[config.mk]
export PLATFORM = sky130hd
export DESIGN_NAME = cfg_guard_reg
export DESIGN_NICKNAME = d
export VERILOG_FILES = /design/src/rtl/cfg_guard_pkg.sv /design/src/rtl/cfg_guard_ctrl.sv /design/src/rtl/cfg_guard_dp.sv /design/src/rtl/cfg_guard_reg.sv
export SDC_FILE = /design/constraint.sdc
export NUM_CORES = 1
export LEC_CHECK = 0
export BUFFER_PORTS_ARGS = -buffer_cell sky130_fd_sc_hd__buf_2
export CELL_PAD_IN_SITES_DETAIL_PLACEMENT = 0
export CELL_PAD_IN_SITES_GLOBAL_PLACEMENT = 2
export CORE_MARGIN = 2
export CORE_UTILIZATION = 31
export CTS_CLUSTER_DIAMETER = 30
export DETAILED_ROUTE_END_ITERATION = 12
export PLACE_DENSITY = 0.82
export SLEW_MARGIN = 10
export SYNTH_ARGS = -nofsm -noshare
export SYNTH_HDL_FRONTEND = slang
export SYNTH_SLANG_ARGS = --single-unit
export TNS_END_PERCENT = 100
[constraint.sdc]
create_clock -name clk -period 2.2 [get_ports clk]
set_input_delay 0.44 -clock clk [delete_from_list [all_inputs] [get_ports clk]]
set_output_delay 0.44 -clock clk [all_outputs]
set_load 0.005 [all_outputs]
[src/rtl/cfg_guard_pkg.sv]
package cfg_guard_pkg;

  localparam int CFG_W = 8;

  // bits written at any time: converter power-up, converter clock, monitor enable
  localparam logic [CFG_W-1:0] FREE_MASK  = 8'hC8;
  // write-once group: edge mode, delay enable, rate select pair
  localparam logic [CFG_W-1:0] PROT_MASK  = 8'h33;
  localparam logic [CFG_W-1:0] RESET_VAL  = 8'h10;

  localparam int EDGE_MODE_BIT = 5;
  localparam int MON_EN_BIT    = 3;
  localparam int SPARE_BIT     = 2;

  typedef struct packed {
    logic freeWr;     // update the always-open bits
    logic protWr;     // update the protected group
    logic pendSet;    // falling edge seen in edge mode
    logic pendClr;    // acknowledge or level mode
    logic resetFire;  // launch a reset request
  } ctlStrobe_t;

endpackage

[src/rtl/cfg_guard_ctrl.sv]
module cfg_guard_ctrl
  import cfg_guard_pkg::*;
#(
  parameter int WINDOW_CYCLES = 64
) (
  input  logic       clk,
  input  logic       rstN,
  input  logic       specialMode,
  input  logic       wrEn,
  input  logic       irqN,
  input  logic       irqAck,
  input  logic       edgeMode,
  input  logic       stopReq,
  input  logic       monitorEn,
  output ctlStrobe_t strobe
);

  localparam int CNT_W = $clog2(WINDOW_CYCLES + 1);
  localparam logic [CNT_W-1:0] WIN_END = CNT_W'(WINDOW_CYCLES);

  logic [CNT_W-1:0] cycCount;
  logic             windowOpen;
  logic             lockFlag;
  logic             irqPrev;
  logic             stopPrev;

  assign windowOpen = (cycCount != WIN_END);

  // saturating post-reset counter
  always_ff @(posedge clk or negedge rstN) begin
    if (!rstN) begin
      cycCount <= '0;
    end else if (windowOpen) begin
      cycCount <= cycCount + 1'b1;
    end
  end

  // sticky lock: the first write inside the window closes the group
  always_ff @(posedge clk or negedge rstN) begin
    if (!rstN) begin
      lockFlag <= 1'b0;
    end else if (wrEn && windowOpen) begin
      lockFlag <= 1'b1;
    end
  end

  always_ff @(posedge clk or negedge rstN) begin
    if (!rstN) begin
      irqPrev  <= 1'b1;
      stopPrev <= 1'b0;
    end else begin
      irqPrev  <= irqN;
      stopPrev <= stopReq;
    end
  end

  always_comb begin
    strobe           = '0;
    strobe.freeWr    = wrEn;
    strobe.protWr    = wrEn && (specialMode || (windowOpen && !lockFlag));
    strobe.pendSet   = edgeMode && irqPrev && !irqN;
    strobe.pendClr   = irqAck || !edgeMode;
    strobe.resetFire = monitorEn && stopReq && !stopPrev;
  end

  assert_window_shut_R5: assert property (@(posedge clk) disable iff (!rstN)
    (!specialMode && cycCount == WIN_END) |-> !strobe.protWr);

  assert_lock_holds_R4: assert property (@(posedge clk) disable iff (!rstN)
    (!specialMode && lockFlag) |-> !strobe.protWr);

  assert_count_sat_R5: assert property (@(posedge clk) disable iff (!rstN)
    (cycCount == WIN_END) |=> (cycCount == WIN_END));

  assert_lock_sticky_R4: assert property (@(posedge clk) disable iff (!rstN)
    lockFlag |=> lockFlag);

endmodule

[src/rtl/cfg_guard_dp.sv]
module cfg_guard_dp
  import cfg_guard_pkg::*;
(
  input  logic             clk,
  input  logic             rstN,
  input  ctlStrobe_t       strobe,
  input  logic [CFG_W-1:0] wrData,
  input  logic             irqN,
  output logic [CFG_W-1:0] rdData,
  output logic             edgeMode,
  output logic             monitorEn,
  output logic             irqReq,
  output logic             rstReq
);

  logic [CFG_W-1:0] cfgReg;
  logic [CFG_W-1:0] nextReg;
  logic             pending;
  logic             rstReqQ;

  always_comb begin
    nextReg = cfgReg;
    if (strobe.freeWr) begin
      nextReg = (nextReg & ~FREE_MASK) | (wrData & FREE_MASK);
    end
    if (strobe.protWr) begin
      nextReg = (nextReg & ~PROT_MASK) | (wrData & PROT_MASK);
    end
  end

  always_ff @(posedge clk or negedge rstN) begin
    if (!rstN) begin
      cfgReg <= RESET_VAL;
    end else begin
      cfgReg <= nextReg;
    end
  end

  always_ff @(posedge clk or negedge rstN) begin
    if (!rstN) begin
      pending <= 1'b0;
    end else if (strobe.pendSet) begin
      pending <= 1'b1;
    end else if (strobe.pendClr) begin
      pending <= 1'b0;
    end
  end

  always_ff @(posedge clk or negedge rstN) begin
    if (!rstN) begin
      rstReqQ <= 1'b0;
    end else begin
      rstReqQ <= strobe.resetFire;
    end
  end

  assign rdData    = cfgReg;
  assign edgeMode  = cfgReg[EDGE_MODE_BIT];
  assign monitorEn = cfgReg[MON_EN_BIT];
  assign irqReq    = edgeMode ? pending : !irqN;
  assign rstReq    = rstReqQ;

  assert_spare_zero_R3: assert property (@(posedge clk) disable iff (!rstN)
    rdData[SPARE_BIT] == 1'b0);

  assert_prot_guard_R4: assert property (@(posedge clk) disable iff (!rstN)
    !strobe.protWr |=> $stable(cfgReg & PROT_MASK));

  assert_pulse_single_R9: assert property (@(posedge clk) disable iff (!rstN)
    rstReqQ |=> !rstReqQ);

  assert_pend_hold_R8: assert property (@(posedge clk) disable iff (!rstN)
    (pending && !strobe.pendClr) |=> pending);

endmodule

[src/rtl/cfg_guard_reg.sv]
module cfg_guard_reg
  import cfg_guard_pkg::*;
#(
  parameter int WINDOW_CYCLES = 64
) (
  input  logic       clk,
  input  logic       rstN,
  input  logic       specialMode,
  input  logic       wrEn,
  input  logic [7:0] wrData,
  output logic [7:0] rdData,
  input  logic       irqN,
  input  logic       irqAck,
  output logic       irqReq,
  input  logic       stopReq,
  output logic       rstReq
);

  ctlStrobe_t strobe;
  logic       edgeMode;
  logic       monitorEn;

  cfg_guard_ctrl #(.WINDOW_CYCLES(WINDOW_CYCLES)) ctrlInst (
    .clk         (clk),
    .rstN        (rstN),
    .specialMode (specialMode),
    .wrEn        (wrEn),
    .irqN        (irqN),
    .irqAck      (irqAck),
    .edgeMode    (edgeMode),
    .stopReq     (stopReq),
    .monitorEn   (monitorEn),
    .strobe      (strobe)
  );

  cfg_guard_dp dpInst (
    .clk       (clk),
    .rstN      (rstN),
    .strobe    (strobe),
    .wrData    (wrData),
    .irqN      (irqN),
    .rdData    (rdData),
    .edgeMode  (edgeMode),
    .monitorEn (monitorEn),
    .irqReq    (irqReq),
    .rstReq    (rstReq)
  );

endmodule

==> impl_metrics.yaml, run 1 <==
detailed_routing:
  ant_nets: 0
  wire_per_inst_um: 10.88
  route.detailed.drc: 0
  wirelength_um: 1251
  dr.pass1.iters: 4
  drt_iter0_markers: 7
  viasPerCell: 4.374
  vias: 503
run:
  max-cap-violations: 0
synthesis:
  synthCells: 61
  netlist_top_cells_area: "dfrtp_1 53%, mux2_2 9.8%, dfstp_2 6.5%"
  synth_largest_area_cell: "dfrtp_1"
  yosysUniqueCellTypes: 23
  avgSynthCellArea_um2: 13.21
  ys.warnings.count: 0
  synth-seq-cells: 19
  syn_nets: 78
  yosysTopAreaCellShare: 0.5280
  netlist_area_um2: 805.8
  yosysSeqAreaShare: 0.5932
clocking:
  numCtsBuffers: 3
  cts_root_buf: "clkbuf_4"
  postCtsSetupBuffers: 0
  clk_path_buf_depth: 2
  insertion_delay_ns: 0.29
  clk_pin_slew_ns: 0.10
  cts_resized: 0
  htreeDepth: 1
  cts_tree: "built"
  clock_sinks: 19
  ctsHoldBuffers: 0
critical_path:
  critical_path.startpoint_type: "flip-flop"
  end_kind: "flip-flop"
  r2r_setup_slack_ns: 0.21
  worstPathCellList: "inv_1 -> ha_1 -> or4b_1 -> or3b_4 -> mux2_4"
  critPathMaxStageDelay_ns: 0.46
  worst_ep_arrival_time_ns: 2.17
  crit_path_top_delay_cell: "or4b_1"
  critPathKind: "reg -> reg"
  cp_max_fo: 4
  cp.required_ns: 2.38
power_and_ir_drop:
  clockPowerShare: 0.273
  p_sw_frac: 0.2231
  seqPwrFrac: 0.617
  power_density_nw_per_um2: 643.4
  switchingPower_uw: 138.5
  vdd_ir_drop_max_v: 0.0002673
  p_leak_nw: 0.4643
  cell_internal_pwr_uw: 482.2
  combPwrFrac: 0.110
global_routing:
  grt_usage: 0.1063
  grt_start_max_net_pins: 20
  grt_pass1_vias: 550
  grt-ovfl-total: 0
  grt_pass1_wl_um: 2263
  grt_antenna_before_repair: 0
floorplan:
  ioPinCount: 25
  die_h_um: 54.99
  fp.dieW_um: 54.99
  core_um2: 2477
  std_cell_rows: 18
  start_util: 0.3253
  die_area_um2: 3023
sta:
  min_period_ns: 1.994
  drv_slew: 0
  grt_setup_unrepaired: "false"
  max_freq_mhz: 501.5
  finClkSkew_ns: 0.005358
  setup_viol: 0
  hold_viol: 0
  post-route-period-util: 0.9064
  finalSetupTns_ns: 0
  timing.final.ws_setup_ns: 0.2058
final_layout:
  layout_common_cells: "22 x buf_2, 17 x dfrtp_1, 7 x mux2_2"
  syn_to_final_growth_pct: 19.72
  layout.cells.most_common: "buf_2"
  nets: 103
  diodes: 0
  fill_cells: 263
  drive_gt1_frac: 0.4824
  fin_util: 0.3894
placement:
  post-place-ws_ns: 0.2232
  place_congestion: 0.7730
  hpwl_um: 948.2
  portBuffers: 22
outcome:
  status: "finished clean"
min_path:
  worstHoldPathType: "in -> async"
-- worst paths after layout --
path,start,endpoint,cells past startpoint
max in group asynchronous,rstN,ctrlInst.irqPrev,1
worst min-delay path,rstN,dpInst.rdData[5],1
worst max-delay path,ctrlInst.cycCount[0],ctrlInst.cycCount[1],5
worst max register to register,ctrlInst.cycCount[0],ctrlInst.cycCount[1],5
worst min register to register,ctrlInst.stopPrev,dpInst.rstReq,1
min in group clk,irqN,ctrlInst.irqPrev,1
-- cells by family after synthesis --
logic type / share of synthesized area
DFF: 0.5932
xor gates and xnor gates: 0.06522
other: 0.004654
muxes: 0.1165
buffers and inverters: 0.05124
and+or+nand+nor: 0.1025
adders and majority gates: 0.03105
AOI/OAI and AO/OA: 0.03572
-- worst max-delay path, delay by kind of cell (launching register included) --
kind | cells | cell delay (ns)
buffers and inverters | 1 | 0.10
and+or+nand+nor | 2 | 0.91
adders and majority gates | 1 | 0.15
DFF | 1 | 0.42
muxes | 1 | 0.30
-- registers in the layout (all words and copies together) (netlist names) --
name and flops:
ctrlInst.lockFlag 1, dpInst.rstReq 1, dpInst.rdData 7, ctrlInst.stopPrev 1, ctrlInst.irqPrev 1, dpInst.pending 1
ctrlInst.cycCount 7
-- cell usage after synthesis --
cell      count
a21o_2        1
or3b_2        1
nand2_1       2
or3b_4        1
conb_1        1
nand3_1       4
nor2_1        1
dfstp_2       2
ha_1          2
inv_1         5
o21ai_0       1
mux2_2        7
and3_2        1
o221ai_1      1
and2_1        1
o22ai_1       1
mux2_4        1
or4b_1        1
buf_4         3
dfrtp_1      17
and2_2        1
xor2_1        1
xnor2_1       5
-- per-stage QoR --
step / instances / instance area [um2] / total power [mW] / hold slack (ns)
6_report: 115 / 964.7 / 0.6207 / 0.06991
5_1_grt: 115 / 964.7 / 0.6592 / 0.08805
4_1_cts: 115 / 964.7 / 0.6359 / 0.07374
3_5_place_dp: 111 / 938.4 / 0.4603 / 0.3892
3_3_place_gp: 111 / 938.4 / 0.4569 / 0.3828
2_1_floorplan: 61 / 805.8 / 0.4228 / 0.1444
-- power groups by stage --
stage	registers [mW]	clock network, mW	logic, mW
after CTS	0.383	0.182	0.0702
after detailed placement	0.390	0	0.0700
final	0.383	0.170	0.0681
after global routing	0.387	0.193	0.0792
after global placement	0.389	0	0.0683
after floorplan	0.390	0	0.0324
-- routing by layer --
metal / GRT usage / vias up / wire [um] / part of all wire
met5: 0 / - / 0 / 0
met3: 0.02688 / 0 / 104 / 0.083
li1: - / 247 / - / -
met4: 0.06098 / 0 / 0 / 0
met2: 0.1786 / 16 / 575 / 0.46
met1: 0.1222 / 240 / 571 / 0.46
-- area by class of cell --
| class | instances | area (um2) | share of cell area |
|---|---|---|---|
| flip-flops and latches | 19 | 478.0 | 0.4955 |
| multi-input cells | 34 | 286.5 | 0.2970 |
| repair buffers | 23 | 117.6 | 0.1219 |
| well taps | 30 | 37.54 | 0.03891 |
| clock buffers | 4 | 26.28 | 0.02724 |
| inverters | 5 | 18.77 | 0.01946 |
No activity file was read; power rests on OpenSTA's default activity.
==> run 2, diff against run 1 <==
--- a/config.mk
+++ b/config.mk
@@ -8,7 +8,7 @@
 export BUFFER_PORTS_ARGS = -buffer_cell sky130_fd_sc_hd__buf_2
 export CELL_PAD_IN_SITES_DETAIL_PLACEMENT = 0
 export CELL_PAD_IN_SITES_GLOBAL_PLACEMENT = 2
-export CORE_MARGIN = 2
+export CORE_MARGIN = 3
 export CORE_UTILIZATION = 31
 export CTS_CLUSTER_DIAMETER = 30
 export DETAILED_ROUTE_END_ITERATION = 12
==> impl_metrics.yaml, run 2 (synthesized netlist as in run 1, its figures left out) <==
outcome:
  status: "finished clean"
detailed_routing:
  viasPerCell: 4.504
  wire_per_inst_um: 11.60
  wirelength_um: 1311
  drt_iter0_markers: 6
  dr.pass1.iters: 2
  ant_nets: 0
  route.detailed.drc: 0
  vias: 509
clocking:
  clk_path_buf_depth: 2
  numCtsBuffers: 3
  htreeDepth: 1
  postCtsSetupBuffers: 0
  insertion_delay_ns: 0.30
  cts_root_buf: "clkbuf_4"
  ctsHoldBuffers: 0
  cts_tree: "built"
  clk_pin_slew_ns: 0.11
  cts_resized: 0
  clock_sinks: 19
sta:
  hold_viol: 0
  drv_slew: 0
  setup_viol: 0
  finalSetupTns_ns: 0
  finClkSkew_ns: 0.002944
  grt_setup_unrepaired: "false"
  min_period_ns: 2.006
  post-route-period-util: 0.9120
  max_freq_mhz: 498.4
final_layout:
  syn_to_final_growth_pct: 19.57
  multiInputGateArea_um2: 286.5
  diodes: 0
  drive_gt1_frac: 0.4941
  nets: 103
  seqCellArea_um2: 478.0
  layout_common_cells: "22 x buf_2, 17 x dfrtp_1, 7 x mux2_2"
  layout.cells.most_common: "buf_2"
  fill_cells: 232
critical_path:
  cp.required_ns: 2.39
  reg2reg_depth: 5
  critPathMaxStageDelay_ns: 0.48
  reg2reg_from: "ctrlInst.cycCount[0]"
  reg2reg_to: "ctrlInst.cycCount[1]"
  end_kind: "flip-flop"
  critPathKind: "reg -> reg"
  critical_path.startpoint_type: "flip-flop"
  r2r_setup_slack_ns: 0.19
  cp_max_fo: 4
  critPathBufInv: 1
  crit_path_top_delay_cell: "or4b_1"
  crit_family: "simple AND/OR/NAND/NOR gates"
  worstPathCellList: "inv_1 -> ha_1 -> or4b_1 -> or3b_4 -> mux2_4"
  worst_ep_arrival_time_ns: 2.20
placement:
  place_congestion: 0.7821
  portBuffers: 22
  hpwl_um: 993.2
power_and_ir_drop:
  power_density_nw_per_um2: 652.1
  finalPower_uw: 628.3
  p_leak_nw: 0.4670
  vdd_ir_drop_max_v: 0.0003130
global_routing:
  grt_start_max_net_pins: 20
  grt_antenna_before_repair: 0
  grt_usage: 0.09391
  grt_pass1_wl_um: 2332
  grt-ovfl-total: 0
  grt_pass1_vias: 535
floorplan:
  die_h_um: 56.99
  die_area_um2: 3247
  core_um2: 2340
  ioPinCount: 25
  start_util: 0.3444
  fp.dieW_um: 56.99
  std_cell_rows: 17
run:
  max-cap-violations: 0
min_path:
  worstHoldPathType: "in -> async"
run 2: worst register-to-register path, stage by stage (launching register included):
cell and delay (ns):
dfrtp_1 0.42, inv_1 0.10, ha_1 0.15, or4b_1 0.48, or3b_4 0.45, mux2_4 0.31
run 2: where the power goes:
group | switching (mW) | leakage, nW | internal [mW]
combinational | 0.0287 | 0.228 | 0.0394
sequential | 0.0112 | 0.222 | 0.372
clock | 0.109 | 0.0177 | 0.0678
run 2: layer usage:
layer  global-route usage  up-vias  part of all wire
met3              0.04751        0             0.077
met2               0.1501       17              0.47
li1                     -      248                 -
met4              0.02980        0                 0
met1               0.1102      244              0.45
met5                    0        -                 0
run 2: worst max-delay path by stage:
stage | slack [ns] | startpoint | endpoint | cells past startpoint
global route | 0.13 | ctrlInst.cycCount[0] | ctrlInst.cycCount[1] | 5
detailed placement | 0.21 | ctrlInst.cycCount[0] | ctrlInst.cycCount[1] | 5
floorplan | 0.31 | ctrlInst.cycCount[0] | ctrlInst.cycCount[1] | 5
finish | 0.19 | ctrlInst.cycCount[0] | ctrlInst.cycCount[1] | 5
global placement | 0.23 | ctrlInst.cycCount[0] | ctrlInst.cycCount[1] | 5
CTS | 0.19 | ctrlInst.cycCount[0] | ctrlInst.cycCount[1] | 5
run 2: layout make-up:
class / instances / share of cell area
sequential: 19 / 0.4961
tap: 28 / 0.03636
multi-input combinational: 34 / 0.2974
clock inverter: 1 / 0.005195
clock buffer: 3 / 0.02338
inverter: 5 / 0.01948
timing repair buffer: 23 / 0.1221
run 2: through the flow:
| step | instance area, um2 | util | setup WS [ns] | hold slack, ns | instances |
|---|---|---|---|---|---|
| floorplan | 805.8 | - | 0.3070 | 0.1444 | 61 |
| global placement | 935.9 | 0.4000 | 0.2349 | 0.3831 | 109 |
| detailed placement | 935.9 | 0.4000 | 0.2128 | 0.3909 | 109 |
| CTS | 963.4 | 0.4118 | 0.1918 | 0.05388 | 113 |
| global route | 963.4 | 0.4118 | 0.1296 | 0.06523 | 113 |
| finish | 963.4 | 0.4118 | 0.1936 | 0.05545 | 113 |
